File: config.mk
export PLATFORM = sky130hd
export DESIGN_NAME = evpk_packer
export DESIGN_NICKNAME = d
export VERILOG_FILES = /design/src/rtl/evpk_pkg.sv /design/src/rtl/evpk_fifo.sv /design/src/rtl/evpk_intake.sv /design/src/rtl/evpk_sender.sv /design/src/rtl/evpk_packer.sv
export SDC_FILE = /design/constraint.sdc
export NUM_CORES = 1
export LEC_CHECK = 0
export BUFFER_PORTS_ARGS = -buffer_cell sky130_fd_sc_hd__buf_2
export CORE_MARGIN = 2
export CORE_UTILIZATION = 35
export CTS_CLUSTER_DIAMETER = 40
export CTS_CLUSTER_SIZE = 8
export DETAILED_ROUTE_END_ITERATION = 10
export PLACE_DENSITY = 0.48
export SYNTH_ARGS = -nofsm -noshare
export SYNTH_HDL_FRONTEND = slang
export SYNTH_SLANG_ARGS = --single-unit
File: constraint.sdc
create_clock -name clk -period 6 [get_ports clk]
set_clock_uncertainty 0.15 [all_clocks]
set_input_delay 0.3 -clock clk [delete_from_list [all_inputs] [get_ports clk]]
set_output_delay 0.3 -clock clk [all_outputs]
set_load 0.01 [all_outputs]
File: src/rtl/evpk_pkg.sv
package evpk_pkg;

  localparam int NUM_INPUTS = 16;
  localparam logic [1:0] QUAL_OK  = 2'b00;
  localparam logic [1:0] QUAL_OVF = 2'b11;

  typedef struct packed {
    logic [3:0] ttype;
    logic [2:0] dtype;
    logic [7:0] evnum;
  } trig_rec_t;

  typedef struct packed {
    logic [2:0] tblk;
    logic [3:0] inp;
    logic [6:0] pos;
    logic [8:0] ph;
  } hit_rec_t;

  function automatic logic [31:0] pk_header(input trig_rec_t t);
    logic [31:0] w;
    w = '0;
    w[31]    = 1'b1;
    w[30:27] = t.ttype;
    w[25:23] = t.dtype;
    w[7:0]   = t.evnum;
    return w;
  endfunction

  function automatic logic [31:0] pk_hit(input hit_rec_t h);
    logic [31:0] w;
    w = '0;
    w[22:20] = h.tblk;
    w[19:16] = h.inp;
    w[15:9]  = h.pos;
    w[8:0]   = h.ph;
    return w;
  endfunction

  function automatic logic [31:0] pk_trailer(input logic [1:0] qual,
                                             input logic [11:0] cnt,
                                             input logic [7:0] evnum);
    logic [31:0] w;
    w = '0;
    w[30:29] = qual;
    w[19:8]  = cnt;
    w[7:0]   = evnum;
    return w;
  endfunction

  function automatic logic upper_half(input logic [3:0] inp);
    return inp >= 4'(NUM_INPUTS / 2);
  endfunction

endpackage

File: src/rtl/evpk_fifo.sv
module evpk_fifo #(
  parameter int W     = 8,
  parameter int DEPTH = 4,
  localparam int AW   = (DEPTH > 1) ? $clog2(DEPTH) : 1,
  localparam int CW   = $clog2(DEPTH + 1)
) (
  input  logic          clk,
  input  logic          rst_n,
  input  logic          push,
  input  logic [W-1:0]  din,
  input  logic          pop,
  output logic [W-1:0]  dout,
  output logic [CW-1:0] count
);

  logic [W-1:0]  mem [DEPTH];
  logic [AW-1:0] wr_ptr, rd_ptr;
  logic          do_push, do_pop;

  assign do_push = push && (count != CW'(DEPTH));
  assign do_pop  = pop && (count != '0);
  assign dout    = mem[rd_ptr];

  function automatic logic [AW-1:0] nxt_ptr(input logic [AW-1:0] p);
    return (p == AW'(DEPTH - 1)) ? '0 : p + 1'b1;
  endfunction

  always_ff @(posedge clk) begin
    if (do_push) mem[wr_ptr] <= din;
  end

  always_ff @(posedge clk) begin
    if (!rst_n) begin
      wr_ptr <= '0;
      rd_ptr <= '0;
      count  <= '0;
    end else begin
      if (do_push) wr_ptr <= nxt_ptr(wr_ptr);
      if (do_pop)  rd_ptr <= nxt_ptr(rd_ptr);
      count <= count + CW'(do_push) - CW'(do_pop);
    end
  end

  // storage never grows past its depth
  a_r7_fifo_bound: assert property (@(posedge clk) disable iff (!rst_n)
    count <= CW'(DEPTH));

endmodule

File: src/rtl/evpk_intake.sv
module evpk_intake
  import evpk_pkg::*;
#(
  parameter int CNT_W = 12
) (
  input  logic             clk,
  input  logic             rst_n,
  input  logic             hit_valid,
  input  hit_rec_t         hit_in,
  input  logic             frag_end,
  input  logic             hit_full,
  output logic             hit_push,
  output logic             close_push,
  output logic [CNT_W:0]   close_rec
);

  logic             real_hit;
  logic             dropped;
  logic [CNT_W-1:0] cur_cnt;
  logic             cur_drop;
  logic [CNT_W-1:0] sum_cnt;
  logic             sum_drop;

  // a zero time block carries no hit data
  assign real_hit   = hit_valid && (hit_in.tblk != 3'd0);
  // full buffer drops the record and marks the fragment
  assign hit_push   = real_hit && !hit_full;
  assign dropped    = real_hit && hit_full;
  // a hit together with frag_end is folded into the closing fragment
  assign sum_cnt    = cur_cnt + CNT_W'(hit_push);
  assign sum_drop   = cur_drop | dropped;
  assign close_push = frag_end;
  assign close_rec  = {sum_drop, sum_cnt};

  always_ff @(posedge clk) begin
    if (!rst_n) begin
      cur_cnt  <= '0;
      cur_drop <= 1'b0;
    end else if (frag_end) begin
      cur_cnt  <= '0;
      cur_drop <= 1'b0;
    end else begin
      cur_cnt  <= sum_cnt;
      cur_drop <= sum_drop;
    end
  end

endmodule

File: src/rtl/evpk_sender.sv
module evpk_sender
  import evpk_pkg::*;
#(
  parameter int CNT_W     = 12,
  parameter int AFULL_LAT = 2,
  parameter int MAX_AFTER = 4
) (
  input  logic             clk,
  input  logic             rst_n,
  input  logic             rx_afull,
  input  logic             trig_avail,
  input  trig_rec_t        trig_rec,
  input  logic             close_avail,
  input  logic [CNT_W:0]   close_rec,
  input  hit_rec_t         hit_rec,
  output logic             pop_trig,
  output logic             pop_close,
  output logic             pop_hit,
  output logic [31:0]      link_data,
  output logic             link_den,
  output logic             link_hdr,
  output logic             link_trl,
  output logic             link_half
);

  typedef enum logic {S_IDLE, S_BODY} snd_state_t;

  snd_state_t       state, nxt_state;
  logic [CNT_W-1:0] remain, nxt_remain;
  logic [CNT_W-1:0] ev_cnt, nxt_ev_cnt;
  logic             ev_drop, nxt_ev_drop;
  logic [7:0]       ev_num, nxt_ev_num;
  logic             half_done, nxt_half_done;
  logic             stall;
  logic             emit;
  logic [31:0]      nxt_data;
  logic             nxt_hdr, nxt_trl, nxt_half;

  // nearly-full sampling chain; its length bounds the words sent after a rise
  generate
    if (AFULL_LAT <= 1) begin : g_af1
      logic af_q;
      always_ff @(posedge clk) begin
        if (!rst_n) af_q <= 1'b0;
        else        af_q <= rx_afull;
      end
      assign stall = af_q;
    end else begin : g_afn
      logic [AFULL_LAT-1:0] af_q;
      always_ff @(posedge clk) begin
        if (!rst_n) af_q <= '0;
        else        af_q <= {af_q[AFULL_LAT-2:0], rx_afull};
      end
      assign stall = af_q[AFULL_LAT-1];
    end
  endgenerate

  always_comb begin
    nxt_state     = state;
    nxt_remain    = remain;
    nxt_ev_cnt    = ev_cnt;
    nxt_ev_drop   = ev_drop;
    nxt_ev_num    = ev_num;
    nxt_half_done = half_done;
    emit          = 1'b0;
    nxt_data      = '0;
    nxt_hdr       = 1'b0;
    nxt_trl       = 1'b0;
    nxt_half      = 1'b0;
    pop_trig      = 1'b0;
    pop_close     = 1'b0;
    pop_hit       = 1'b0;
    unique case (state)
      S_IDLE: begin
        if (trig_avail && close_avail && !stall) begin
          emit          = 1'b1;
          nxt_hdr       = 1'b1;
          nxt_data      = pk_header(trig_rec);
          pop_trig      = 1'b1;
          pop_close     = 1'b1;
          nxt_remain    = close_rec[CNT_W-1:0];
          nxt_ev_cnt    = close_rec[CNT_W-1:0];
          nxt_ev_drop   = close_rec[CNT_W];
          nxt_ev_num    = trig_rec.evnum;
          nxt_half_done = 1'b0;
          nxt_state     = S_BODY;
        end
      end
      S_BODY: begin
        if (!stall) begin
          emit = 1'b1;
          if (remain != '0) begin
            nxt_data      = pk_hit(hit_rec);
            pop_hit       = 1'b1;
            nxt_remain    = remain - 1'b1;
            nxt_half      = upper_half(hit_rec.inp) && !half_done;
            nxt_half_done = half_done | upper_half(hit_rec.inp);
          end else begin
            nxt_trl   = 1'b1;
            nxt_data  = pk_trailer(ev_drop ? QUAL_OVF : QUAL_OK,
                                   12'(ev_cnt), ev_num);
            nxt_state = S_IDLE;
          end
        end
      end
      default: nxt_state = S_IDLE;
    endcase
  end

  always_ff @(posedge clk) begin
    if (!rst_n) begin
      state     <= S_IDLE;
      remain    <= '0;
      ev_cnt    <= '0;
      ev_drop   <= 1'b0;
      ev_num    <= '0;
      half_done <= 1'b0;
      link_data <= '0;
      link_den  <= 1'b0;
      link_hdr  <= 1'b0;
      link_trl  <= 1'b0;
      link_half <= 1'b0;
    end else begin
      state     <= nxt_state;
      remain    <= nxt_remain;
      ev_cnt    <= nxt_ev_cnt;
      ev_drop   <= nxt_ev_drop;
      ev_num    <= nxt_ev_num;
      half_done <= nxt_half_done;
      link_data <= nxt_data;
      link_den  <= emit;
      link_hdr  <= nxt_hdr;
      link_trl  <= nxt_trl;
      link_half <= nxt_half;
    end
  end

  // words sent on edges where nearly-full is held high
  logic [2:0] since_af;
  always_ff @(posedge clk) begin
    if (!rst_n)        since_af <= '0;
    else if (!rx_afull) since_af <= '0;
    else if (emit && since_af != 3'd7) since_af <= since_af + 1'b1;
  end

  a_r4_afull_limit: assert property (@(posedge clk) disable iff (!rst_n)
    since_af <= 3'(MAX_AFTER));

  a_r1_hdr_trl_excl: assert property (@(posedge clk) disable iff (!rst_n)
    !(link_hdr && link_trl));

  a_r3_strobe_valid: assert property (@(posedge clk) disable iff (!rst_n)
    (link_hdr || link_trl) |-> link_den);

  a_r5_half_on_hit: assert property (@(posedge clk) disable iff (!rst_n)
    link_half |-> (link_den && !link_hdr && !link_trl));

  a_r1_header_marker: assert property (@(posedge clk) disable iff (!rst_n)
    link_hdr |-> link_data[31]);

endmodule

File: src/rtl/evpk_packer.sv
module evpk_packer
  import evpk_pkg::*;
#(
  parameter int HIT_DEPTH  = 16,
  parameter int TRIG_DEPTH = 2,
  parameter int CNT_W      = 12,
  parameter int AFULL_LAT  = 2
) (
  input  logic        clk,
  input  logic        rst_n,
  input  logic        trig_valid,
  input  logic [3:0]  trig_type,
  input  logic [2:0]  trig_dtype,
  input  logic [7:0]  trig_evnum,
  input  logic        hit_valid,
  input  logic [2:0]  hit_tblk,
  input  logic [3:0]  hit_input,
  input  logic [6:0]  hit_pos,
  input  logic [8:0]  hit_ph,
  input  logic        frag_end,
  input  logic        rx_afull,
  output logic [31:0] link_data,
  output logic        link_den,
  output logic        link_hdr,
  output logic        link_trl,
  output logic        link_half,
  output logic        busy
);

  localparam int TW  = $bits(trig_rec_t);
  localparam int HW  = $bits(hit_rec_t);
  localparam int CLW = CNT_W + 1;
  localparam int TCW = $clog2(TRIG_DEPTH + 1);
  localparam int HCW = $clog2(HIT_DEPTH + 1);

  trig_rec_t        trig_in, trig_head;
  hit_rec_t         hit_in, hit_head;
  logic [TW-1:0]    trig_dout;
  logic [HW-1:0]    hit_dout;
  logic [CLW-1:0]   close_din, close_dout;
  logic [TCW-1:0]   trig_count, close_count;
  logic [HCW-1:0]   hit_count;
  logic             trig_full, hit_full;
  logic             hit_push, close_push;
  logic             pop_trig, pop_close, pop_hit;

  assign trig_in   = '{ttype: trig_type, dtype: trig_dtype, evnum: trig_evnum};
  assign hit_in    = '{tblk: hit_tblk, inp: hit_input, pos: hit_pos, ph: hit_ph};
  assign trig_head = trig_rec_t'(trig_dout);
  assign hit_head  = hit_rec_t'(hit_dout);
  assign trig_full = (trig_count == TCW'(TRIG_DEPTH));
  assign hit_full  = (hit_count == HCW'(HIT_DEPTH));
  assign busy      = trig_full || hit_full;

  evpk_fifo #(.W(TW), .DEPTH(TRIG_DEPTH)) u_trig_q (
    .clk(clk), .rst_n(rst_n), .push(trig_valid), .din(TW'(trig_in)),
    .pop(pop_trig), .dout(trig_dout), .count(trig_count));

  evpk_fifo #(.W(CLW), .DEPTH(TRIG_DEPTH)) u_close_q (
    .clk(clk), .rst_n(rst_n), .push(close_push), .din(close_din),
    .pop(pop_close), .dout(close_dout), .count(close_count));

  evpk_fifo #(.W(HW), .DEPTH(HIT_DEPTH)) u_hit_q (
    .clk(clk), .rst_n(rst_n), .push(hit_push), .din(HW'(hit_in)),
    .pop(pop_hit), .dout(hit_dout), .count(hit_count));

  evpk_intake #(.CNT_W(CNT_W)) u_intake (
    .clk(clk), .rst_n(rst_n), .hit_valid(hit_valid), .hit_in(hit_in),
    .frag_end(frag_end), .hit_full(hit_full), .hit_push(hit_push),
    .close_push(close_push), .close_rec(close_din));

  evpk_sender #(.CNT_W(CNT_W), .AFULL_LAT(AFULL_LAT)) u_sender (
    .clk(clk), .rst_n(rst_n), .rx_afull(rx_afull),
    .trig_avail(trig_count != '0), .trig_rec(trig_head),
    .close_avail(close_count != '0), .close_rec(close_dout),
    .hit_rec(hit_head), .pop_trig(pop_trig), .pop_close(pop_close),
    .pop_hit(pop_hit), .link_data(link_data), .link_den(link_den),
    .link_hdr(link_hdr), .link_trl(link_trl), .link_half(link_half));

  // while busy from a full trigger queue, an offered trigger leaves it full
  a_r8_trig_hold: assert property (@(posedge clk) disable iff (!rst_n)
    (trig_full && !pop_trig) |=> trig_full);

  // a pop that does not coincide with a push shrinks the queue
  a_r9_trig_pop: assert property (@(posedge clk) disable iff (!rst_n)
    (pop_trig && !trig_valid) |=> (trig_count == $past(trig_count) - 1'b1));

endmodule

---- After elaboration in Yosys (flattened, before gate mapping) ----
Memory sizes are Yosys's and may differ from the RTL's. A register that Yosys moved wholly into a read port is not among the register bits.
Cells that the tools add are included.
storage, ports and cells
  register bits ........................... 107
  RAM bits ................................ 424
  memories kept ........................... 3
  input bits .............................. 44
memory list
  memory         depth  bits a word  rd ports  clocked after memory_dff  write ports  line             RTL
  u_hit_q.mem    16     23           1         1                         1            evpk_fifo.sv:16  logic [W-1:0] mem [DEPTH];
  u_trig_q.mem   2      15           1         1                         1            evpk_fifo.sv:16
  u_close_q.mem  2      13           1         1                         1            evpk_fifo.sv:16
operators by class
  reductions and logical operators ........ 26
  magnitude comparators ................... 1
  muxes and demuxes ....................... 41
  $add $sub $neg .......................... 14
  equality and inequality tests ........... 10
  bitwise operators ....................... 5
operator list
  kind                                                                   number
  32-bit 2-to-1 mux                                                      2
  32-bit case mux with 2 select lines                                    1
  12-bit 2-to-1 mux                                                      3
  31-bit 2-to-1 mux                                                      1
  1-bit 2-to-1 mux                                                       25
  12-bit case mux with 2 select lines                                    1
  4-bit 2-to-1 mux                                                       4
  12-bit by 1-bit adder with 12-bit output                               1
  1-bit logical AND                                                      12
  12-bit nonzero test                                                    1
  12-bit by 1-bit subtractor with 12-bit output (second input constant)  1
  4-bit by 1-bit adder with 4-bit output (second input constant)         2
  4-bit equality test (second input constant)                            2
  2-bit inequality test (second input constant)                          4
  1-bit case mux with 2 select lines                                     3
  5-bit by 1-bit adder with 5-bit output                                 1
  5-bit equality test (second input constant)                            1
  5-bit inequality test (second input constant)                          1
  5-bit nonzero test                                                     1
  5-bit by 1-bit subtractor with 5-bit output                            1
  1-bit adder (second input constant)                                    4
  2-bit by 1-bit adder with 2-bit output                                 2
  4-bit greater-or-equal comparator (second input constant)              1
  2-bit nonzero test                                                     2
  14 further kinds                                                       20

---- Longest topological paths before layout ----
Gate-level depths: netlist (run 1).
  depth after elaboration ................. 8
  depth in mapped cells ................... 14
  mapped depth without buffers ............ 14

---- By module ----
From an unflattened synthesis (run 1), not the netlist that was laid out.
unflattened totals
  cells, all modules ...................... 1,215
  area total of the unflattened synthesis .. 20,907.6 µm²
modules (own cells, without submodules)
  module                  instances  cells each  area each (µm²)
  evpk_fifo at u_hit_q    1          676         14,711.6
  evpk_sender             1          311         2,905.3
  evpk_fifo at u_trig_q   1          77          1,342.5
  evpk_fifo at u_close_q  1          70          1,191.1
  evpk_intake             1          75          701.9
  evpk_packer             1          6           55.1

---- Least setup slack after synthesis (run 1) ----
No wires, ideal clock.
  kind .................................... register to register
  start point ............................. register u_hit_q.count[2]
  end point ............................... memory u_hit_q.mem[3][0] (netlist name), enable pin
  data arrival time ....................... 2.777 ns
  library setup time ...................... 0.432 ns
  cell stages (with the launch flop) ...... 6
  setup slack ............................. 2.641 ns
  cell sequence ........................... dfxtp_1 > inv_1 > ha_1 > a31oi_2 > nand2_1 > nor3_1
between the ends
  word-level cells in the longest chain between the ends .. 6
  elaborated cells on any way between the ends .. 7
  those cells by class .................... eq/ne (2); mux (2); reduce/logical (3)
ends and longest elaborated chain
  item                                        line               RTL
  start, declared                             evpk_fifo.sv:13    output logic [CW-1:0] count
  start signal, assigned                      evpk_fifo.sv:40    count <= count + CW'(do_push) - CW'(do_pop);
  5-bit equality test                         evpk_packer.sv:52  assign hit_full = (hit_count == HCW'(HIT_DEPTH));
  1-bit zero test                             evpk_intake.sv:27  assign hit_push = real_hit && !hit_full;
  1-bit logical AND                           evpk_intake.sv:27
  1-bit logical AND (*)                       evpk_fifo.sv:20    assign do_push = push && (count != CW'(DEPTH));
  via u_hit_q.do_push                         evpk_fifo.sv:18    logic do_push, do_pop;
  1-bit 2-to-1 mux (*)                        evpk_fifo.sv:29    if (do_push) mem[wr_ptr] <= din;
  1-bit 2-to-1 mux (not written as such) (*)  evpk_fifo.sv:29
  end, declared                               evpk_fifo.sv:16
The timed path passes the listed nets; every way through them passes the cells marked *.

---- Worst setup path after layout (run 1) ----
  start point ............................. register u_sender.remain[0]
  end point ............................... register u_hit_q.count[4]
between the ends
  word-level cells in the longest chain between the ends .. 6
ends and longest elaborated chain
  item                                         line                RTL
  start, declared                              evpk_sender.sv:29   logic [CNT_W-1:0] remain, nxt_remain;
  start signal, assigned                       evpk_sender.sv:125  remain <= nxt_remain;
  12-bit nonzero test                          evpk_sender.sv:92   if (remain != '0) begin
  1-bit 2-to-1 mux                             evpk_sender.sv:92
  1-bit 2-to-1 mux                             evpk_sender.sv:90   if (!stall) begin
  1-bit 2-to-1 mux                             evpk_sender.sv:73   unique case (state)
  1-bit logical AND                            evpk_fifo.sv:21     assign do_pop = pop && (count != '0);
  5-bit by 1-bit subtractor with 5-bit output  evpk_fifo.sv:40
Every way passes these cells.
A chain may end at the register's enable or synchronous reset.

==> summary.md, run 1 <==
| Metric | Value |
|---|---|
| Status | finished, final reports clean |
| Max FO, Critical Path | 8 |
| RePlAce Congestion | 0.764 |
| Hold Vio Cnt, Final | 0 |
| Synth Instances | 1182 |
| Post-synthesis net count | 1245 |
| Initial Util | 0.355 |
| Startpoint types | flop |
| Main synth FF type | edfxtp_1 |
| Final nets | between 1000 and 1500 |
| DR vias | roughly 11000 |
| Port bufs | 79 |
| Commonest non-fill, non-tap cell in the layout | edfxtp_1 |
| Slew Viols, Final | 0 |
| Setup violators final | 0 |
| CTS root buf | clkbuf_16 |
| First-pass iteration count of the detailed router | 7 |
| VDD IR-drop max | 0.250 mV |
| Worst-margin pin slew | 1.13 ns |
| Setup_tns | 0 ns |
| Layout area overhead | 23.3% |
| Number of synthesized register bits | 536 |
| Sinks on Clock Net | 536 |
| Core box area | 0.0579 mm² |
| Synth Area in XOR/XNOR | 0.00895 |
| Post-synthesis mux area share | 0.137 |
| HPWL Detailed | between 20 and 30 mm |
| Remaining Overflow, GRT | 0 |
| Post-route non-filler standard cell count | 2194 |
| Leak | 8.72 nW |
| Required @ worst endpoint | 6.35 ns |
| Synth Area in Simple Gates | 0.0490 |
| Hold Crit Class | in -> reg |
| P per Cell Area | 430 mW/mm² |
| TritonCTS Buffers | 93 |
| Post-synth EDFFs | ~420 |
| Post-Synth Adder-Cell Area | 0.0119 |
| Clock-pin slew on the worst setup and hold paths | 0.05 ns |
| Top cells by area, synth | edfxtp_1, dfxtp_1, mux4_2, mux2i_1, nand2_1 |
| Share of cells above drive strength 1 | 0.260 |
| H-tree levels | 3 |
| Sequential area share after synthesis | 0.728 |
| First-pass GRT wire length | just over 70 mm |
| Period minus WS final | 3.63 ns |
| Asr flop ratio synth | 0 |
| # placed instances | 1988 |
| Vias in the first global route | 11300 |
| Clk_lat worst skew | just over 0.6 ns |
| Tcrit/Tclk final | 0.605 |
| Compound-Gate Fraction of Synth Area | 0.0455 |
| Post-synth top area share | 0.619 |
| Mapped cell area | ~0.021 mm² |
| Synth cell types | 51 |
| Peak Freq | 275 MHz |
| Post-Route WL | 48.3 mm |
| CP peak stage delay | 0.43 ns |
| Post-CTS Resized | 0 |
| Initial antenna violation count | 0 |
| Wire per inst | approximately 22 µm |
| Crit path cell chain | inv_1 > ha_1 > nor4b_4 > a31oi_2 > nand2_1 > inv_1 > ha_1 > inv_1 > ha_1 > fa_1 > a21oi_1 > nor2_1 > or3_1 > and3_1 |
| DRC Markers | 0 |
| # diodes | 0 |
| Routed Antenna Nets | 0 |
| Total GRT Usage | 0.161 |
| Fill count | 5138 |
| Max clock buf depth | 3 |
| Die width | 246 µm |
| CP max-delay cell | nor4b_4 |
| Critical Path End Type | flop |
| Worst EP arrival | 3.98 ns |
| Most frequent cells in the layout | edfxtp_1, dfxtp_1, clkbuf_16 |
| Rel. slew slack | 0.243 |
| Crit Path Class | reg -> reg |
| Largest net degree at the start of global routing | 62 |
| I/O pin cnt | 81 |
| Routed vias/inst | 4.98 |
| Max-capacitance violation count | 0 |
| CTS tree | done |
| DRC violation total after the first TritonRoute iteration | 857 |
| Post-synthesis average cell area | 17.4 µm² |
| Die footprint | 0.0607 mm² |
| Unrepaired setup endpoints after global routing | no |
| Synth area leader | edfxtp_1 |
| Cell row count | 88 |
| Main combinational cell family by area after synthesis | multiplexers |
| Die Y-Extent | 246 µm |
| Synth warn | 0 |
## sequential cells by signal (all words and copies together), names as in the netlist, 2 cells and up, named ones only
signal / flops
u_close_q.mem: 26
u_intake.cur_cnt: 12
u_hit_q.rd_ptr: 4
u_hit_q.count: 5
u_hit_q.wr_ptr: 4
u_trig_q.count: 2
u_hit_q.mem: 368
u_sender.g_afn.af_q: 2
u_trig_q.mem: 30
u_sender.ev_num: 8
u_sender.ev_cnt: 12
u_close_q.count: 2
u_sender.link_data: 31
u_sender.remain: 12
## worst max-delay path, delay by kind of cell, from the launching register on
kind                       cells  cell delay, ns
and+or+nand+nor                5            1.21
DFF                            1            0.32
adders and majority gates      4            1.17
AOI/OAI and AO/OA              2            0.44
buffers and inverters          3            0.24
## timing repair
item | 4_1_cts | 5_1_grt
hold buffers | 39 | 0
setup buffers | 0 | 0
hold endpoints to repair | 399 | 0
endpoints found under the setup margin | 0 | 0
## layer usage
metal / GRT usage / share of wire
met5: 0 / 0
met2: 0.261 / 0.48
met1: 0.218 / 0.46
met4: 0.0547 / 0.022
met3: 0.0314 / 0.046
## where the power goes
group / switching (mW) / internal, mW
sequential: 0.181 / 4.30
combinational: 0.780 / 0.573
clock: 1.73 / 3.34
total: 2.69 / 8.21
## Yosys cell counts (2+ instances only)
cell type,instances
edfxtp_1,424
o221ai_1,9
clkbuf_1,25
mux4_2,92
o211a_1,20
o21ai_0,27
a21o_1,3
a21boi_1,2
buf_2,20
dfxtp_1,112
nand3_1,10
nor2b_1,18
a31oi_2,2
a31oi_1,7
nand2_1,75
xnor2_1,16
a21oi_1,30
inv_1,29
buf_1,8
mux2i_1,52
a211oi_1,7
ha_1,18
nor3_1,11
nand3b_1,3
o21ai_1,3
buf_4,6
o21a_1,5
o22ai_1,3
nand2b_1,4
mux2_2,20
xor2_1,5
nor2_1,65
and3_1,7
and2_1,16
a21boi_0,12
## through the flow
| stage | worst slack, ns | total power [mW] | hold WS, ns | area [µm²] | util |
|---|---|---|---|---|---|
| after floorplan | 2.64 | 5.46 | 0.249 | 20600 | - |
| after global placement | 2.45 | 5.88 | 0.267 | 21900 | 0.379 |
| after detailed placement | 2.40 | 5.89 | 0.269 | 21900 | 0.379 |
| after CTS | 2.39 | 11.0 | 0.00935 | 25400 | 0.438 |
| after global routing | 2.14 | 11.4 | 0.0540 | 25400 | 0.438 |
| final | 2.37 | 10.9 | 0.0370 | 25400 | 0.438 |
## layout make-up
cell class	count	area, µm²	share of cell area
clock inverters	42	523	0.0206
inverters	29	109	0.00429
well taps	765	957	0.0378
flip-flops and latches	536	15000	0.591
repair buffers	140	963	0.0380
multi-input cells	557	5300	0.209
clock buffers	125	2510	0.0990
## kinds of logic (layout without fill, tap and decap cells)
| family | Yosys count | after routing |
|---|---|---|
| AO/OA/AOI/OAI | 136 | 136 |
| XOR/XNOR | 21 | 21 |
| adder cells (fa/ha/maj) | 19 | 19 |
| buffers and inverters | 89 | 336 |
| flip-flops | 536 | 536 |
| multiplexers | 164 | 164 |
| other | 1 | 1 |
| AND/OR/NAND/NOR | 216 | 216 |
## worst paths after layout
path / from / endpoint / slack [ns] / depth (start not counted)
worst max-delay path: u_sender.remain[0] / u_hit_q.count[4] / 2.37 / 14
worst min-delay path: trig_valid / u_trig_q.wr_ptr / 0.04 / 4
worst max register to register: u_sender.remain[0] / u_hit_q.count[4] / 2.37 / 14
worst min register to register: u_sender.half_done / u_sender.link_half / 0.28 / 1
(Power assumes the default switching activity.)
==> inputs of run 2 (changes only) <==
ABC_AREA = 1   (was not set)
PLACE_DENSITY = 0.5   (was 0.48)
clock period = 3.1 ns   (was 6 ns; I/O delays follow)
==> summary.md, run 2 <==
| Metric | Value |
|---|---|
| # diodes | 0 (unchanged) |
| Status | finished, final reports clean |
| Main synth FF type | edfxtp_1 |
| Period minus WS final | 2.85 ns (-0.785 ns) |
| Port bufs | 79 (unchanged) |
| Final nets | 2120 (+49%) |
| Power, Total | 21.7 mW (+99%) |
| Fill count | 5658 (+10%) |
| GR peak layer | met2 |
| Sequential area share after synthesis | 0.705 (-0.0236) |
| Max FO, Critical Path | 5 (-3) |
| Layout area overhead | 23.3% (about the same) |
| RePlAce Congestion | 0.779 (+2.0%) |
| CTS tree | done |
| Initial antenna violation count | 1 (+1) |
| P per Cell Area | 831 mW/mm² (+93%) |
| Routed vias/inst | 4.93 (-0.92%) |
| Grt met1 use | 0.235 (+0.0165) |
| Max reg flops | 368 (unchanged) |
| Largest net degree at the start of global routing | 103 (+66%) |
| I/O pin cnt | 81 (unchanged) |
| Max clock buf depth | 3 (unchanged) |
| Most common cell in the netlist | edfxtp_1 |
| Vias in the first global route | 14200 (+26%) |
| Routing usage on met3 | 0.0340 (+0.00261) |
| Hold Crit Class | in -> reg |
| Synth cell types | 41 (-20%) |
| Cell row count | 90 (+2.3%) |
| Setup violators final | 0 (unchanged) |
| H-tree levels | 3 (unchanged) |
| Wire per inst | 18.7 µm (-15%) |
| Leak | 9.86 nW (+13%) |
| Worst-margin pin slew | 0.877 ns (-0.256 ns) |
| Crit Path Class | reg -> reg |
| Required @ worst endpoint | 3.45 ns (-2.90 ns) |
| Tcrit/Tclk final | 0.918 (+0.313) |
| Clk_lat worst skew | 0.62 ns (about the same) |
| Peak Freq | 351 MHz (+28%) |
| Sinks on Clock Net | 536 (unchanged) |
| Met2 Use GR | 0.284 (+0.0228) |
| Largest register by flop count | u_hit_q.mem |
| First-pass iteration count of the detailed router | 7 (unchanged) |
| Synth warn | 0 (unchanged) |
| Asr flop ratio synth | 0 (unchanged) |
| Synth area leader | edfxtp_1 |
| CP peak stage delay | 0.44 ns (about the same) |
| Die footprint | 0.0627 mm² (+3.3%) |
| Worst path bufs/invs | 3 (unchanged) |
| Critical Path End Type | flop |
| Most frequent cells in the layout | edfxtp_1, nor2_1, nand2_1 |
| Post-Route WL | 54.4 mm (+13%) |
| Total GRT Usage | 0.174 (+0.0122) |
| Routed Antenna Nets | 0 (unchanged) |
| Setup_tns | 0 ns (unchanged) |
| Synth Instances | 1883 (+59%) |
| Initial Util | 0.353 (-0.00166) |
| TritonCTS Buffers | 93 (unchanged) |
| Worst EP arrival | 3.20 ns (-0.78 ns) |
| Commonest cells post-synth | edfxtp_1, nor2_1, nand2_1 |
| Rel. slew slack | 0.415 (+0.172) |
| DRC violation total after the first TritonRoute iteration | 1020 (+19%) |
| Clock-pin slew on the worst setup and hold paths | 0.05 ns (about the same) |
| Slew Viols, Final | 0 (unchanged) |
| Top cell family by delay on the critical path | adder cells |
| Share of cells above drive strength 1 | 0.142 (-0.118) |
| CTS root buf | clkbuf_16 |
| DR vias | 14400 (+32%) |
| Hold Vio Cnt, Final | 0 (unchanged) |
| First-pass GRT wire length | 83.4 mm (+16%) |
| Unrepaired setup endpoints after global routing | no |
| Mapped cell area | 0.0212 mm² (+3.3%) |
| VDD IR-drop max | 0.426 mV (+70%) |
| Die Y-Extent | 250 µm (+1.6%) |
| Post-synth EDFFs | 424 (unchanged) |
| Max-capacitance violation count | 0 (unchanged) |
| Post-synth top area share | 0.599 (-0.0200) |
| Die width | 250 µm (+1.6%) |
| HPWL Detailed | 32.5 mm (+13%) |
| Crit path cell chain | inv_1 > ha_1 > nand2_2 > nor2_4 > nand3_4 > nand3_1 > inv_1 > ha_1 > inv_1 > ha_1 > fa_1 > a21oi_1 > o21ai_0 > o21ai_0 > a21oi_1 |
| Core box area | 0.0601 mm² (+3.8%) |
| Post-synthesis net count | 1946 (+56%) |
| Top cells by area, synth | edfxtp_1, dfxtp_1, nor2_1, nand2_1, o21ai_0 |
| Biggest regs | u_hit_q.mem: 368 flops, u_sender.link_data: 31 flops, u_trig_q.mem: 30 flops |
| CP max-delay cell | fa_1 |
| Number of synthesized register bits | 536 (unchanged) |
| Remaining Overflow, GRT | 0 (unchanged) |
| Commonest non-fill, non-tap cell in the layout | edfxtp_1 |
| DRC Markers | 0 (unchanged) |
| Post-synthesis average cell area | 11.3 µm² (-35%) |
| Startpoint types | flop |
run 2: kinds of logic (layout without fill, tap and decap cells):
group                      Yosys count  count (layout)  share of synthesized area
AOI/OAI and AO/OA                  329             329                     0.0855
xor gates and xnor gates            12              12                    0.00495
adders and majority gates           19              19                     0.0115
buffers and inverters              216             463                     0.0436
DFF                                536             536                      0.705
muxes                                7               7                    0.00330
other                                1               1                   0.000177
and+or+nand+nor                    763             763                      0.146
run 2: path summary, 6_finish.rpt:
kind                     startpoint                      to  slack (ns)  cells past startpoint
max reg2reg      u_sender.remain[0]        u_hit_q.count[4]        0.25                     15
min reg2reg  u_sender.g_afn.af_q[0]  u_sender.g_afn.af_q[1]        0.28                      2
min                   trig_dtype[1]      u_trig_q.mem[1][9]        0.12                      2
max              u_sender.remain[0]        u_hit_q.count[4]        0.25                     15
run 2: per-layer routing:
layer,part of all wire,vias to the layer above,wire length [µm]
li1,-,6870,-
met2,0.48,289,25900
met1,0.46,7130,25100
met3,0.044,75,2380
met4,0.019,2,1040
met5,0.00020,-,11
run 2: what timing repair did:
item	CTS	global route
hold buffers	44	0
endpoints found under the hold margin	453	0
endpoints found under the setup margin	0	3
setup buffers	0	0
resized for setup	0	2
run 2: per-stage QoR:
| stage | setup slack (ns) | hold WS [ns] | utilization | cells | cell area, µm² |
|---|---|---|---|---|---|
| 3_3_place_gp | 0.250 | 0.195 | 0.379 | 2700 | 22800 |
| 5_1_grt | 0.0457 | 0.0911 | 0.435 | 2912 | 26200 |
| 3_5_place_dp | 0.219 | 0.197 | 0.379 | 2700 | 22800 |
| 6_report | 0.254 | 0.116 | 0.435 | 2912 | 26200 |
| 4_1_cts | 0.254 | 0.0663 | 0.435 | 2912 | 26200 |
| 2_1_floorplan | 0.280 | 0.103 | - | 1883 | 21200 |
run 2: area by class of cell:
class | count | area (µm²) | area share
repair buffers | 176 | 1370 | 0.0524
inverters | 119 | 450 | 0.0172
multi-input cells | 1131 | 5480 | 0.209
well taps | 782 | 978 | 0.0374
flip-flops and latches | 536 | 15000 | 0.572
clock inverters | 37 | 372 | 0.0142
clock buffers | 131 | 2550 | 0.0975
run 2: power breakdown:
group / leakage [nW] / internal (mW) / total, mW / switching [mW]
sequential: 4.76 / 8.31 / 8.57 / 0.255
clock: 1.42 / 6.19 / 9.55 / 3.36
combinational: 3.67 / 1.15 / 3.63 / 2.48
